==> config.mk <==
export PLATFORM = sky130hd
export DESIGN_NAME = piso_zero_pad
export DESIGN_NICKNAME = d
export VERILOG_FILES = /design/src/rtl/piso_pkg.sv /design/src/rtl/piso_ctrl.sv /design/src/rtl/piso_datapath.sv /design/src/rtl/piso_zero_pad.sv
export SDC_FILE = /design/constraint.sdc
export NUM_CORES = 1
export LEC_CHECK = 0
export BUFFER_PORTS_ARGS = -buffer_cell sky130_fd_sc_hd__buf_4
export CAP_MARGIN = 20
export CORE_UTILIZATION = 25
export DETAILED_ROUTE_END_ITERATION = 8
export PLACE_DENSITY = 0.52
export SKIP_CTS_REPAIR_TIMING = 1
export SYNTH_ARGS = -nofsm -noshare
export SYNTH_HDL_FRONTEND = slang
export SYNTH_HIERARCHICAL = 1
export SYNTH_SLANG_ARGS = --single-unit
==> constraint.sdc <==
create_clock -name clk -period 1.1 [get_ports clk]
set_input_delay 0.11 -clock clk [delete_from_list [all_inputs] [get_ports clk]]
set_output_delay 0.11 -clock clk [all_outputs]
set_load 0.02 [all_outputs]
==> src/rtl/piso_pkg.sv <==
package piso_pkg;

  typedef enum logic {
    ST_WAIT  = 1'b0,
    ST_SHIFT = 1'b1
  } piso_state_t;

  typedef struct packed {
    logic capture;
    logic emit;
  } piso_strobe_t;

endpackage

==> src/rtl/piso_ctrl.sv <==
module piso_ctrl
  import piso_pkg::*;
(
  input  logic         clk,
  input  logic         rst,
  input  logic         loadReq,
  input  logic         atLast,
  output piso_strobe_t strobe,
  output piso_state_t  ctrlState
);

  piso_state_t nextState;

  always_comb begin
    nextState      = ctrlState;
    strobe.capture = 1'b0;
    strobe.emit    = 1'b0;
    unique case (ctrlState)
      ST_WAIT: begin
        if (loadReq) begin
          strobe.capture = 1'b1;
          nextState      = ST_SHIFT;
        end
      end
      ST_SHIFT: begin
        if (!loadReq) begin
          strobe.emit = 1'b1;
          if (atLast) nextState = ST_WAIT;
        end
      end
      default: nextState = ST_WAIT;
    endcase
  end

  always_ff @(posedge clk or posedge rst) begin
    if (rst) ctrlState <= ST_WAIT;
    else     ctrlState <= nextState;
  end

endmodule

==> src/rtl/piso_datapath.sv <==
module piso_datapath
  import piso_pkg::*;
#(
  parameter int WORD_BITS = 4,
  localparam int CNT_W    = (WORD_BITS > 1) ? $clog2(WORD_BITS) : 1
) (
  input  logic                 clk,
  input  logic                 rst,
  input  piso_strobe_t         strobe,
  input  logic [WORD_BITS-1:0] parIn,
  output logic                 atLast,
  output logic [CNT_W-1:0]     bitPos,
  output logic [WORD_BITS-1:0] wordHeld,
  output logic                 serOut
);

  localparam logic [CNT_W-1:0] LAST_POS = CNT_W'(WORD_BITS - 1);

  logic [CNT_W-1:0] posNext;

  assign atLast  = (bitPos == LAST_POS);
  assign posNext = atLast ? '0 : bitPos + CNT_W'(1);

  always_ff @(posedge clk or posedge rst) begin
    if (rst) begin
      wordHeld <= '0;
    end else if (strobe.capture) begin
      wordHeld <= parIn;
    end
  end

  always_ff @(posedge clk or posedge rst) begin
    if (rst) begin
      bitPos <= '0;
      serOut <= 1'b0;
    end else if (strobe.emit) begin
      bitPos <= posNext;
      serOut <= wordHeld[bitPos];
    end else begin
      serOut <= 1'b0;
    end
  end

endmodule

==> src/rtl/piso_zero_pad.sv <==
module piso_zero_pad
  import piso_pkg::*;
#(
  parameter int WORD_BITS = 4
) (
  input  logic                 clk,
  input  logic                 rst,
  input  logic                 loadReq,
  input  logic [WORD_BITS-1:0] parIn,
  output logic                 serOut
);

  localparam int CNT_W = (WORD_BITS > 1) ? $clog2(WORD_BITS) : 1;

  piso_strobe_t           strobe;
  piso_state_t            ctrlState;
  logic                   atLast;
  logic [CNT_W-1:0]       bitPos;
  logic [WORD_BITS-1:0]   wordHeld;

  piso_ctrl u_ctrl (
    .clk       (clk),
    .rst       (rst),
    .loadReq   (loadReq),
    .atLast    (atLast),
    .strobe    (strobe),
    .ctrlState (ctrlState)
  );

  piso_datapath #(.WORD_BITS(WORD_BITS)) u_dp (
    .clk      (clk),
    .rst      (rst),
    .strobe   (strobe),
    .parIn    (parIn),
    .atLast   (atLast),
    .bitPos   (bitPos),
    .wordHeld (wordHeld),
    .serOut   (serOut)
  );

endmodule

==> flow_summary.toml, run 1 <==
[status]
status = "finished with violations"
violations = "negative setup slack"

[setup_path]
worst-r2r-cell-count = 2
critPathMaxStageDelay_ns = 0.50
start_kind = "flop"
slowest_stage = "mux4_2"
path_delay_family = "multiplexers"
rr_endpoint = "u_dp/serOut"
r2r_start = "u_dp/bitPos[1]"
endpoint_kind = "flop"
path_cells = "mux4_2 -> and2_4"
regToRegSetupSlack_ns = -0.02
required_ns = 1.25
crit_fanout = 3
cp_num_buf_inv = 0
arrival_ns = 1.27
crit_type = "reg -> reg"

[worst_hold_path]
worst_hold_path.endpoint = "u_ctrl/ctrlState"
hold_path.class = "in -> reg"
whs_path_depth = 2
hold_start = "loadReq"

[route]
vias = 230
drt_iter0_markers = 3
drc_errors = 0
via_per_inst = 4.34
ant_nets = 0
drtPass1Iterations = 4
wl_per_cell_um = 10.7
drt-total-wl_um = 569

[synthesis]
synth_area_leaders = "dfrtp_1, mux2_2, mux4_2"
yosysWarnings = 6
synthesis.nets = 32
ys_async_sr_fraction = 1.00
yosysSeqAreaShare = 0.573
avgSynthCellArea_um2 = 14.5
ys.flop_type = "dfrtp_1"
synth_cell_types = 12
synth_area_um2 = 349
synth_common_cells = "dfrtp_1, mux2_2, inv_1"
synth_top_area_cell = "dfrtp_1"
synth-edff-count = 0
netlist_instances = 24
yosysMostFrequentCell = "dfrtp_1"
ys_seq_elements = 8
synth_top_area_frac = 0.573

[final_layout]
layoutNonFillerInstCount = 53
fin_area_um2 = 497
n_antenna_cell = 0
areaGrowthSynthToFinish_pct = 42.3
drive_above_1_share = 0.579
fin_util = 0.382
nNetsFinal = 48
fillers = 136

[power]
total_power_mw = 1.26
leakage_nw = 0.248
ir_worst_vdd_uv = 1060
p_per_area_mw_per_mm2 = 2540

[timing]
finClkSkew_ns = 0.0118
worst_hold_slack_ns = 0.0671
fin_setup_tns_ns = -0.0186
worstMarginPinSlew_ns = 0.265
setup_viol_count_final = 1
rsz0062_at_grt = "yes"
fmax_mhz = 894
drv_slew = 0
finalCritPeriodShare = 1.02
period_minus_slack_ns = 1.12
hold_viol = 0
worst_slack_ns = -0.0186
slew-limit-headroom = 0.823

[placement]
dpl_cell_area_um2 = 435
dp_hpwl_um = 467
gp_congestion = 0.712
port_buffers = 7
place_inst = 48
pre_cts_slack_ns = -0.0294

[clocking]
cts_sinks = 8
numCtsBuffers = 3
clock_path_buffers = 2
tritoncts = "done"
cts-htree-levels = 1
root_buffer = "clkbuf_4"
clk_pin_slew_ns = 0.06
clk_latency_ns = 0.25

[global_route]
grt_max_degree = 8
grt-ovfl-total = 0
grt_pass1_vias = 253
grt_pass1_wl_um = 993
grtUsageTotal = 0.107
antenna_found_initial = 0

[floorplan]
die_h_um = 39.4
core-area_mm2 = 0.00130
die_w_um = 39.4
start_util = 0.268
rows = 13
die_area_mm2 = 0.00155
boundaryPins = 8

[flow_run]
maxCapViolations = 0
## flip-flops by register name, indices dropped and copies added, names as in the netlist
signal            flops
u_dp/wordHeld         4
u_ctrl/ctrlState      1
u_dp/bitPos           2
u_dp/serOut           1
## routing by layer
| layer | up-vias | part of all wire | wire length, µm | GRT usage |
|---|---|---|---|---|
| li1 | 111 | - | - | - |
| met1 | 113 | 0.42 | 239 | 0.0919 |
| met2 | 6 | 0.53 | 301 | 0.188 |
| met3 | 0 | 0.049 | 28 | 0.0852 |
| met4 | 0 | 0 | 0 | 0.0259 |
| met5 | - | 0 | 0 | 0 |
## cell type report
cell class | instances | area (µm²) | area share
sequential | 8 | 200 | 0.403
multi-input combinational | 13 | 159 | 0.320
timing repair buffer | 11 | 85.1 | 0.171
clock buffer | 3 | 22.5 | 0.0453
tap | 15 | 18.8 | 0.0378
inverter | 3 | 11.3 | 0.0227
## worst register-to-register path, cell delays in order, from the launching register on
cell and delay, ns:
dfrtp_1 0.38, mux4_2 0.50, and2_4 0.14
## how the worst max path moves through the flow
stage                       end           start  cells past startpoint
finish              u_dp/serOut  u_dp/bitPos[1]                      2
floorplan           u_dp/serOut  u_dp/bitPos[1]                      2
global placement    u_dp/serOut  u_dp/bitPos[1]                      2
CTS                 u_dp/serOut  u_dp/bitPos[1]                      2
detailed placement  u_dp/serOut  u_dp/bitPos[1]                      2
global route        u_dp/serOut  u_dp/bitPos[1]                      2
## power by group
| part | leakage [nW] | switching [mW] | internal [mW] |
|---|---|---|---|
| logic | 0.140 | 0.156 | 0.372 |
| registers | 0.0943 | 0.0799 | 0.434 |
| clock network | 0.0138 | 0.0948 | 0.125 |
## logic make-up (layout without fill, tap and decap cells)
kind of cell / after synthesis / count (layout) / synth area share
AND/OR/NAND/NOR: 4 / 4 / 0.0789
multiplexers: 7 / 7 / 0.254
adder cells (fa/ha/maj): 1 / 1 / 0.0358
AO/OA/AOI/OAI: 1 / 1 / 0.0251
buffers and inverters: 3 / 17 / 0.0323
flip-flops: 8 / 8 / 0.573
## layout by cell type (no fill, tap or decap), drive strengths merged
cell	count
nand2b	1
and2	1
mux2i	1
dfrtp	8
and2b	1
nor2b	1
mux2	5
mux4	1
buf	10
inv	3
dlygate4sd3	1
a21o	1
clkbuf	3
ha	1
Note: power is estimated with default switching activity, not from simulation.
==> run 2: changes to the inputs <==
--- a/config.mk
+++ b/config.mk
@@ -9,6 +9,7 @@
 export CAP_MARGIN = 20
 export CORE_UTILIZATION = 25
 export DETAILED_ROUTE_END_ITERATION = 8
+export GPL_TIMING_DRIVEN = 0
 export PLACE_DENSITY = 0.52
 export SKIP_CTS_REPAIR_TIMING = 1
 export SYNTH_ARGS = -nofsm -noshare
==> run 2 against run 1 <==
Net effect: the run still ends with negative setup slack left; final cell count down 1.9%; register-to-register slack worse by 0.02 ns; clock skew down 0.0075 ns; global-route usage down 0.32 points; sequential cell count unchanged; critical endpoint unchanged.
==> flow_summary.toml, run 2 (synthesis results as in run 1) <==
[power]
power.switching_mw = 0.321
swShare = 0.263
seqPwrFrac = 0.418
leakage_nw = 0.241
p_per_area_mw_per_mm2 = 2500
ir_worst_vdd_uv = 833
p_clk_frac = 0.174
pwr-share-comb = 0.408
p_int_mw = 0.899

[clocking]
clock_path_buffers = 2
cts_sinks = 8
clk_latency_ns = 0.25
numCtsBuffers = 3
tritoncts = "done"
clk_pin_slew_ns = 0.05
root_buffer = "clkbuf_4"
cts-htree-levels = 1

[route]
drt-total-wl_um = 589
drt_iter0_markers = 1
drtPass1Iterations = 4
ant_nets = 0
drc_errors = 0
vias = 219
via_per_inst = 4.21
wl_per_cell_um = 11.3

[floorplan]
rows = 13
core-area_mm2 = 0.00130
die_area_mm2 = 0.00155
die_w_um = 39.4
start_util = 0.268
die_h_um = 39.4
boundaryPins = 8

[worst_hold_path]
hold_start = "loadReq"
hold_path.class = "in -> reg"
worst_hold_path.endpoint = "u_ctrl/ctrlState"
whs_path_depth = 2

[placement]
gp_congestion = 0.684
port_buffers = 7
dpl_cell_area_um2 = 420

[final_layout]
largest_register = "u_dp/wordHeld"
n_antenna_cell = 0
areaGrowthSynthToFinish_pct = 39.8
final_cell_mix = "buf_4, dfrtp_1, mux2_4, clkbuf_4, inv_1"
fin_area_um2 = 488
fillers = 136
drive_above_1_share = 0.568
reg_top3 = "u_dp/wordHeld: 4 flops, u_dp/bitPos: 2 flops"
nNetsFinal = 47
layout_commonest_cell = "buf_4"
largest_reg_flops = 4

[global_route]
grt_pass1_wl_um = 972
grt_max_degree = 8
grt-ovfl-total = 0
antenna_found_initial = 0
grt_pass1_vias = 252
grtUsageTotal = 0.103

[setup_path]
regToRegSetupSlack_ns = -0.04
crit_type = "reg -> reg"
crit_fanout = 3
worst-r2r-cell-count = 2
endpoint_kind = "flop"
arrival_ns = 1.28
r2r_start = "u_dp/bitPos[1]"
rr_endpoint = "u_dp/serOut"
required_ns = 1.24
start_kind = "flop"

[timing]
fin_setup_tns_ns = -0.0629
drv_slew = 0
setup_viol_count_final = 4
hold_viol = 0
worst_slack_ns = -0.0415
rsz0062_at_grt = "yes"
finalCritPeriodShare = 1.04
finClkSkew_ns = 0.00424
slew-limit-headroom = 0.827
fmax_mhz = 876
period_minus_slack_ns = 1.14
worstMarginPinSlew_ns = 0.259

[flow_run]
maxCapViolations = 0

[status]
violations = "negative setup slack"
status = "finished with violations"
[run 2: per-layer routing]
metal / share of wire / up-vias / GRT usage
met2: 0.51 / 4 / 0.179
met5: 0 / - / 0
met1: 0.44 / 106 / 0.0893
li1: - / 107 / -
met3: 0.042 / 2 / 0.0341
met4: 0.0068 / 0 / 0.103
[run 2: power groups by stage]
stage	sequential, mW	combinational (mW)	clock [mW]
floorplan	0.516	0.269	0
global placement	0.522	0.337	0
detailed placement	0.528	0.364	0
CTS	0.523	0.365	0.233
global route	0.530	0.535	0.252
finish	0.510	0.498	0.213
[run 2: worst max-delay path: stages, from the launching register on]
cell and delay [ns]:
dfrtp_1 0.38, mux4_2 0.50, and2_4 0.14
[run 2: layout make-up]
| cell class | count | area [µm²] | share of cell area |
|---|---|---|---|
| sequential | 8 | 200 | 0.410 |
| inverter | 3 | 11.3 | 0.0231 |
| timing repair buffer | 10 | 77.6 | 0.159 |
| tap | 15 | 18.8 | 0.0385 |
| multi-input combinational | 13 | 158 | 0.323 |
| clock buffer | 3 | 22.5 | 0.0462 |
[run 2: how the worst max path moves through the flow]
stage               slack (ns)     endpoint           start  depth (start not counted)
floorplan                0.008  u_dp/serOut  u_dp/bitPos[1]                          2
global placement         -0.02  u_dp/serOut  u_dp/bitPos[1]                          2
detailed placement       -0.04  u_dp/serOut  u_dp/bitPos[1]                          2
CTS                      -0.05  u_dp/serOut  u_dp/bitPos[1]                          2
global route             -0.08  u_dp/serOut  u_dp/bitPos[1]                          2
finish                   -0.04  u_dp/serOut  u_dp/bitPos[1]                          2
[run 2: stage by stage]
stage / total power [mW] / cells / utilization / setup slack (ns) / hold slack (ns)
2_1_floorplan: 0.785 / 24 / - / 0.00845 / -0.161
3_3_place_gp: 0.859 / 46 / 0.323 / -0.0213 / -0.0388
3_5_place_dp: 0.893 / 46 / 0.323 / -0.0369 / -0.0372
4_1_cts: 1.12 / 49 / 0.340 / -0.0505 / -0.309
5_1_grt: 1.32 / 52 / 0.375 / -0.0761 / 0.0613
6_report: 1.22 / 52 / 0.375 / -0.0415 / 0.0683
